<file path="config.mk">
export PLATFORM = sky130hd
export DESIGN_NAME = vol_ramp_stage
export DESIGN_NICKNAME = d
export VERILOG_FILES = /design/src/rtl/vr_pkg.sv /design/src/rtl/vr_step_timer.sv /design/src/rtl/vr_level_ramp.sv /design/src/rtl/vr_gain_scale.sv /design/src/rtl/vol_ramp_stage.sv
export SDC_FILE = /design/constraint.sdc
export NUM_CORES = 2
export LEC_CHECK = 0
export ABC_AREA = 1
export ABC_CLOCK_PERIOD_IN_PS = 32200
export BUFFER_PORTS_ARGS = -buffer_cell sky130_fd_sc_hd__buf_4
export CORE_MARGIN = 10
export CORE_UTILIZATION = 24
export CTS_CLUSTER_SIZE = 10
export DETAILED_ROUTE_END_ITERATION = 10
export MAX_ROUTING_LAYER = met4
export SLEW_MARGIN = 25
export SYNTH_ARGS = -nofsm -noshare
export SYNTH_HDL_FRONTEND = slang
export SYNTH_HIERARCHICAL = 1
export SYNTH_SLANG_ARGS = --single-unit
</file>
<file path="constraint.sdc">
create_clock -name clk -period 32.2 [get_ports clk]
set_input_delay 6.44 -clock clk [delete_from_list [all_inputs] [get_ports clk]]
set_output_delay 6.44 -clock clk [all_outputs]
set_load 0.05 [all_outputs]
</file>
<file path="src/rtl/vr_pkg.sv">
package vr_pkg;
  typedef enum logic [1:0] {
    SPD_NORMAL = 2'd0,
    SPD_DOUBLE = 2'd1,
    SPD_QUAD   = 2'd2,
    SPD_QUAD_B = 2'd3
  } spd_e;
endpackage

</file>
<file path="src/rtl/vr_step_timer.sv">
module vr_step_timer #(
  parameter int BASE_LOG2 = 2
) (
  input  logic       clk,
  input  logic       rst_n,
  input  logic       frame_en,
  input  logic       restart,
  input  logic [1:0] speed,
  output logic       tick
);
  import vr_pkg::*;

  localparam int CW = BASE_LOG2 + 2;
  localparam logic [CW-1:0] LIM_N = CW'((1 << BASE_LOG2) - 1);
  localparam logic [CW-1:0] LIM_D = CW'((2 << BASE_LOG2) - 1);
  localparam logic [CW-1:0] LIM_Q = CW'((4 << BASE_LOG2) - 1);

  logic [CW-1:0] cnt_q, cnt_d, lim;
  spd_e          spd;

  assign spd = spd_e'(speed);

  always_comb begin
    unique case (spd)
      SPD_NORMAL: lim = LIM_N;
      SPD_DOUBLE: lim = LIM_D;
      default:    lim = LIM_Q;
    endcase
  end

  assign tick = frame_en && !restart && (cnt_q >= lim);

  always_comb begin
    cnt_d = cnt_q;
    if (restart)       cnt_d = '0;
    else if (tick)     cnt_d = '0;
    else if (frame_en) cnt_d = cnt_q + CW'(1);
  end

  always_ff @(posedge clk or negedge rst_n) begin
    if (!rst_n) cnt_q <= '0;
    else        cnt_q <= cnt_d;
  end
endmodule

</file>
<file path="src/rtl/vr_level_ramp.sv">
module vr_level_ramp #(
  parameter int LW = 8
) (
  input  logic          clk,
  input  logic          rst_n,
  input  logic          tick,
  input  logic          restart,
  input  logic          mute,
  input  logic [LW-1:0] target,
  output logic [LW-1:0] lvl
);
  logic [LW-1:0] lvl_q, lvl_d, goal;

  assign goal = mute ? '0 : target;

  always_comb begin
    lvl_d = lvl_q;
    if (restart) begin
      lvl_d = goal;
    end else if (tick) begin
      if (lvl_q < goal)      lvl_d = lvl_q + LW'(1);
      else if (lvl_q > goal) lvl_d = lvl_q - LW'(1);
    end
  end

  always_ff @(posedge clk or negedge rst_n) begin
    if (!rst_n) lvl_q <= '1;
    else        lvl_q <= lvl_d;
  end

  assign lvl = lvl_q;
endmodule

</file>
<file path="src/rtl/vr_gain_scale.sv">
module vr_gain_scale #(
  parameter int DW = 24,
  parameter int LW = 8
) (
  input  logic          clk,
  input  logic          rst_n,
  input  logic          frame_en,
  input  logic [DW-1:0] smp,
  input  logic [LW-1:0] lvl,
  input  logic          inv,
  output logic [DW-1:0] out
);
  localparam int PW = DW + LW + 1;
  localparam logic signed [PW-1:0] DIVR   = PW'((1 << LW) - 1);
  localparam logic signed [PW-1:0] SAT_HI = PW'((1 << (DW - 1)) - 1);
  localparam logic signed [PW-1:0] SAT_LO = -(PW'(1 << (DW - 1)));

  logic signed [PW-1:0] prod, quo, adj;
  logic        [DW-1:0] out_d, out_q;

  always_comb begin
    prod = $signed(smp) * $signed({1'b0, lvl});
    quo  = prod / DIVR;
    adj  = inv ? -quo : quo;
    if (adj > SAT_HI)      out_d = SAT_HI[DW-1:0];
    else if (adj < SAT_LO) out_d = SAT_LO[DW-1:0];
    else                   out_d = adj[DW-1:0];
  end

  always_ff @(posedge clk or negedge rst_n) begin
    if (!rst_n)        out_q <= '0;
    else if (frame_en) out_q <= out_d;
  end

  assign out = out_q;
endmodule

</file>
<file path="src/rtl/vol_ramp_stage.sv">
module vol_ramp_stage #(
  parameter int DW        = 24,
  parameter int LW        = 8,
  parameter int BASE_LOG2 = 2
) (
  input  logic          clk,
  input  logic          rst_n,
  input  logic          frame_en,
  input  logic          ramp_restart,
  input  logic [1:0]    speed,
  input  logic          mute,
  input  logic [LW-1:0] tgt_l,
  input  logic [LW-1:0] tgt_r,
  input  logic          inv_l,
  input  logic          inv_r,
  input  logic [DW-1:0] smp_l,
  input  logic [DW-1:0] smp_r,
  output logic [DW-1:0] out_l,
  output logic [DW-1:0] out_r
);
  localparam int NCH = 2;

  logic          step_tick;
  logic [LW-1:0] tgt_a [NCH];
  logic          inv_a [NCH];
  logic [DW-1:0] smp_a [NCH];
  logic [DW-1:0] out_a [NCH];
  logic [LW-1:0] lvl_q [NCH];

  assign tgt_a[0] = tgt_l;
  assign tgt_a[1] = tgt_r;
  assign inv_a[0] = inv_l;
  assign inv_a[1] = inv_r;
  assign smp_a[0] = smp_l;
  assign smp_a[1] = smp_r;
  assign out_l    = out_a[0];
  assign out_r    = out_a[1];

  vr_step_timer #(.BASE_LOG2(BASE_LOG2)) u_timer (
    .clk      (clk),
    .rst_n    (rst_n),
    .frame_en (frame_en),
    .restart  (ramp_restart),
    .speed    (speed),
    .tick     (step_tick)
  );

  for (genvar ch = 0; ch < NCH; ch++) begin : g_ch
    vr_level_ramp #(.LW(LW)) u_ramp (
      .clk     (clk),
      .rst_n   (rst_n),
      .tick    (step_tick),
      .restart (ramp_restart),
      .mute    (mute),
      .target  (tgt_a[ch]),
      .lvl     (lvl_q[ch])
    );

    vr_gain_scale #(.DW(DW), .LW(LW)) u_scale (
      .clk      (clk),
      .rst_n    (rst_n),
      .frame_en (frame_en),
      .smp      (smp_a[ch]),
      .lvl      (lvl_q[ch]),
      .inv      (inv_a[ch]),
      .out      (out_a[ch])
    );
  end
endmodule

</file>
# Word level (Yosys, flattened, before mapping)
# Index checks and enable logic that the tools add are counted.
# totals
register_bits	68
out_inout_bits	48
elab_cells	56
# op_classes
addsub	7
n_mul	2
div	2
magnitude_cmp	9
eq_ne	1
n_mux	20
reduce_logical	10
# op_table
op	n
$mux 24	4
$mux 8	10
$div 33x9->33 const B	2
$gt 33x24->1 const B	2
$lt 33x24->1 const B	2
$mul 24x9->33	2
$mux 33	2
$neg 33->33	2
$add 8x1->8 const B	2
$gt 8x8->1	2
$lt 8x8->1	2
$sub 8x1->8 const B	2
$mux 4	3
$reduce_bool 3->1	3
$pmux 4 s2	1
$add 4x1->4 const B	1
$ge 4x4->1	1
$reduce_and 2->1	2
$eq 2x1->1 const B	1
$logic_and 1x1->1	2
$logic_not 2->1	1
$reduce_bool 2->1	1
$logic_not 1->1	1

# Longest topological paths before layout
# logic_depth
word_depth	7
mapped_depth	200

# By module
# The synthesis kept the hierarchy.
# by_module_without_submodules
mod	instances	cells_per_inst	area_each_um2	seq_area_each_um2
vr_gain_scale at g_ch[1].u_scale	1	3116	19441.1	600.6
vr_gain_scale at g_ch[0].u_scale	1	3057	17590.6	600.6
vr_level_ramp	2	144	1016.0	210.2
vr_step_timer	1	36	269.0	100.1

# Worst setup path after synthesis
# Ideal clock, no wire load.
# synth_path
path_kind	input port to flip-flop
startpoint	in smp_r[23]
endpoint	reg g_ch[1].u_scale.out_q[1]
setup_ns	0.118
t_arrival_ns	25.964
required_time_ns	32.082
setup_slack_ns	6.119
cell_stages	181
cell_sequence	clkbuf_1 > nand2_1 > inv_1 > fa_1 > inv_1 > fa_1 > inv_1 > fa_1 > inv_1 > fa_1 > inv_1 > ha_1 > nand2_1 > nand2_1 > nand2_1 > nand2_1 > a21oi_1 > nand2_1 > [... 145 more ...] > inv_2 > nand2_1 > o31ai_1 > xor2_1 > nand2_1 > inv_1 > nand3_1 > o21ai_0 > nand2_1 > nand2_1 > nand2_2 > nor2_1 > nand2_1 > nand2_2 > buf_12 > nand2_2 > nand2_1 > nand2_1
# synth_via
elab_chain_cells	7
# synth_lines
element	line	text
start, declared	vol_ramp_stage.sv:17	input logic [DW-1:0] smp_r,
$mul 24x9->33 *	vr_gain_scale.sv:22	prod = $signed(smp) * $signed({1'b0, lvl});
$div 33x9->33 *	vr_gain_scale.sv:23	quo = prod / DIVR;
$neg 33->33	vr_gain_scale.sv:24	adj = inv ? -quo : quo;
$mux 33 *	vr_gain_scale.sv:24	
$lt 33x24->1	vr_gain_scale.sv:26	else if (adj < SAT_LO) out_d = SAT_LO[DW-1:0];
$mux 24	vr_gain_scale.sv:26	
$mux 24 *	vr_gain_scale.sv:25	if (adj > SAT_HI) out_d = SAT_HI[DW-1:0];
end signal, assigned	vr_gain_scale.sv:32	else if (frame_en) out_q <= out_d;
end, declared	vr_gain_scale.sv:19	logic [DW-1:0] out_d, out_q;
# Mark *: on every way between the ends. The rest lies on a longest branch, timed or not.
# A chain may end at the register's enable or synchronous reset.

# Worst setup path after layout
# layout_path
startpoint	in smp_r[23]
endpoint	reg g_ch[1].u_scale.out_q[4]
# The elaborated chain is that of the path after synthesis.

==> results.json <==
{
  "clkTransAtPathRegs_ns": 0.06,
  "cpMaxStageDelayCell": "fa_2",
  "place_hpwl_mm": 94.0,
  "synth_compound_gate_area_share_pct": 6.20,
  "cts_tree": "done",
  "layout_common_cells": "nand2_1 (2087), inv_1 (1234), nand3_1 (479)",
  "max_slew_margin_pct": 47.8,
  "mostFrequentLayoutCell": "nand2_1",
  "finalSetupViolations": 0,
  "gp_congestion": 0.923,
  "grt_pass1_vias": 37900,
  "min_from": "g_ch[1].u_scale/out[8]$_DFFE_PN0P_",
  "synth-simple-area-share_pct": 48.5,
  "yosysUniqueCellTypes": 76,
  "min_path_cells": 2,
  "crit_fanout": 55,
  "synth_area_mm2": 0.0393,
  "syn2layout_area_growth_pct": 8.26,
  "layout-drive-gt1-share_pct": 16.7,
  "cts.sinks": 68,
  "grt.overflow.total": 0,
  "drt_wl_total_mm": 110,
  "clk_latency_ns": 0.39,
  "numCtsBuffers": 9,
  "fillCellCount": 18300,
  "cap_violations": 0,
  "run_status": "completed",
  "cpPeakStageDelay_ns": 0.65,
  "cp-start-kind": "primary input",
  "ant_nets": 0,
  "start_util_pct": 24.2,
  "layout_setup_ws_ns": 2.25,
  "synth_top_family_by_area": "simple AND/OR/NAND/NOR gates",
  "rr_startpoint": "g_ch[1].u_ramp/lvl[0]$_DFFE_PN1P_",
  "path_class": "primary input to flip-flop",
  "synth-xor-area-share_pct": 4.07,
  "io-pin-count": 121,
  "dp_worst_setup_slack_ns": 1.31,
  "crit_start": "smp_r[23]",
  "io_buffers": 120,
  "hold_path_class": "flip-flop to flip-flop",
  "synth.avg_cell_area_um2": 6.05,
  "layout_min_cycle_time_ns": 29.95,
  "drtIter0Drc": 2045,
  "finalMaxSlewViolations": 0,
  "std_cell_rows": 148,
  "fmax_ghz": 0.0334,
  "fin_setup_tns_ns": 0,
  "seq_area_frac_synth_pct": 4.38,
  "via_per_inst": 4.39,
  "coreArea_mm2": 0.163,
  "cp.arrival_ns": 30.22,
  "ys_warn_count": 6,
  "crit_path_frequent_cell": "nand2_1",
  "die_y_um": 425,
  "cp-end-kind": "flip-flop",
  "layout.nets": 7054,
  "vias": 38100,
  "grt_usage_pct": 12.4,
  "cp.required_ns": 32.47,
  "synth-adder-area-share_pct": 20.9,
  "ys_seq_elements": 68,
  "synth_edf_count": 0,
  "worst_slew_pin_slew_ns": 0.782,
  "r2r_cells": 169,
  "synth_mux_area_share_pct": 0,
  "antenna_found_initial": 10,
  "wl_per_cell_um": 12.7,
  "synth_cells": 6497,
  "fin_crit_sh_pct": 93.0,
  "die_area_mm2": 0.180,
  "synth_nets": 7047,
  "first_pass_iters": 7,
  "hold_viol": 0,
  "grt_pass1_wl_mm": 185,
  "dpl_cell_area_mm2": 0.0421,
  "skew_ns": 0.0157,
  "synth_flop_cell": "dfrtp_1",
  "ys_async_sr_fraction_pct": 100,
  "postLayoutCellArea_mm2": 0.0426,
  "cts_buffer_depth": 2,
  "cts_root_buf": "clkbuf_16",
  "fp.dieW_um": 425,
  "h-tree-depth": 3,
  "drc": 0,
  "grt_max_degree": 69
}
==> routing by layer <==
metal | global-route usage, % | part of all wire (%)
met5 | - | 0
met4 | 4.36 | 3.3
met3 | 0.698 | 2.3
met2 | 22.9 | 52
met1 | 14.1 | 43
==> registers in the layout (all words and copies together), names as in the netlist <==
signal / cells
u_timer/cnt_q: 4
g_ch.u_scale/out: 48
g_ch.u_ramp/lvl: 16
==> worst max-delay path: cells and delay by family <==
family                   cells  cell delay (ns)
AO/OA/AOI/OAI                5             1.01
XOR/XNOR                     3             0.73
adder cells (fa/ha/maj)      8             3.21
buffers and inverters       18             1.67
AND/OR/NAND/NOR            140            17.01
==> per-stage QoR <==
step,util (%),cells,hold WS (ns)
after floorplan,-,6497,0.496
after global placement,25.9,8666,0.467
after detailed placement,25.9,8666,0.470
after CTS,26.1,8682,0.487
after global routing,26.2,8690,0.511
final,26.2,8690,0.484
==> final cells by class <==
cell class,instances,area [um2],area share (%)
inverter,1400,5430,12.7
multi-input combinational,4901,31400,73.7
clock buffer,10,229,0.538
sequential,68,1720,4.04
timing repair buffer,124,935,2.19
tap,2175,2720,6.39
antenna,6,15.0,0.0353
clock inverter,6,159,0.373
==> kinds of logic (layout without fill, tap and decap cells) <==
group | Yosys count | count (layout)
AND/OR/NAND/NOR | 3851 | 3851
buffers and inverters | 1528 | 1540
other | 0 | 6
AO/OA/AOI/OAI | 399 | 399
adder cells (fa/ha/maj) | 477 | 477
flip-flops | 68 | 68
XOR/XNOR | 174 | 174
==> path summary, 6_finish.rpt <==
check	to	slack [ns]
max	g_ch[1].u_scale/out[4]$_DFFE_PN0P_	2.25
min in group asynchronous	g_ch[0].u_scale/out[7]$_DFFE_PN0P_	6.11
min reg2reg	g_ch[1].u_scale/out[8]$_DFFE_PN0P_	0.48
min	g_ch[1].u_scale/out[8]$_DFFE_PN0P_	0.48
max reg2reg	g_ch[1].u_scale/out[4]$_DFFE_PN0P_	7.34
max in group asynchronous	u_timer/cnt_q[3]$_DFFE_PN0P_	25.56
==> cell usage after synthesis, types with 10 or more instances <==
library cell	instances	area [um2]
a21oi_1	90	450
a31oi_1	11	68.8
buf_4	14	105
buf_6	12	135
clkbuf_1	58	218
clkbuf_2	22	110
clkinv_1	20	75.1
dfrtp_1	52	1300
dfstp_2	16	420
fa_1	302	6050
ha_1	175	2190
inv_1	1234	4630
inv_2	114	428
inv_4	13	81.3
nand2_1	2087	7830
nand2_2	311	1950
nand2_4	114	1280
nand2_8	11	220
nand3_1	479	2400
nand3_2	88	881
nand3_4	17	298
nand3b_1	27	203
nand4_1	103	644
nand4_2	10	125
nor2_1	374	1400
nor2_2	102	638
nor2_4	52	586
nor3_1	34	170
o211ai_1	24	180
o21ai_0	106	531
o21ai_1	72	360
o21ai_2	25	219
o21bai_1	18	135
xnor2_1	39	342
xor2_1	131	1150
==> what timing repair did <==
action	in CTS	in global routing
setup buffers	0	2
hold buffers	0	0
endpoints found under the hold margin	0	0
resized for setup	0	5
setup endpoints to repair	0	23
Power is left out: the tool's default activity adds up to more than one toggle a clock period on the data nets, which glitch-free logic cannot reach.
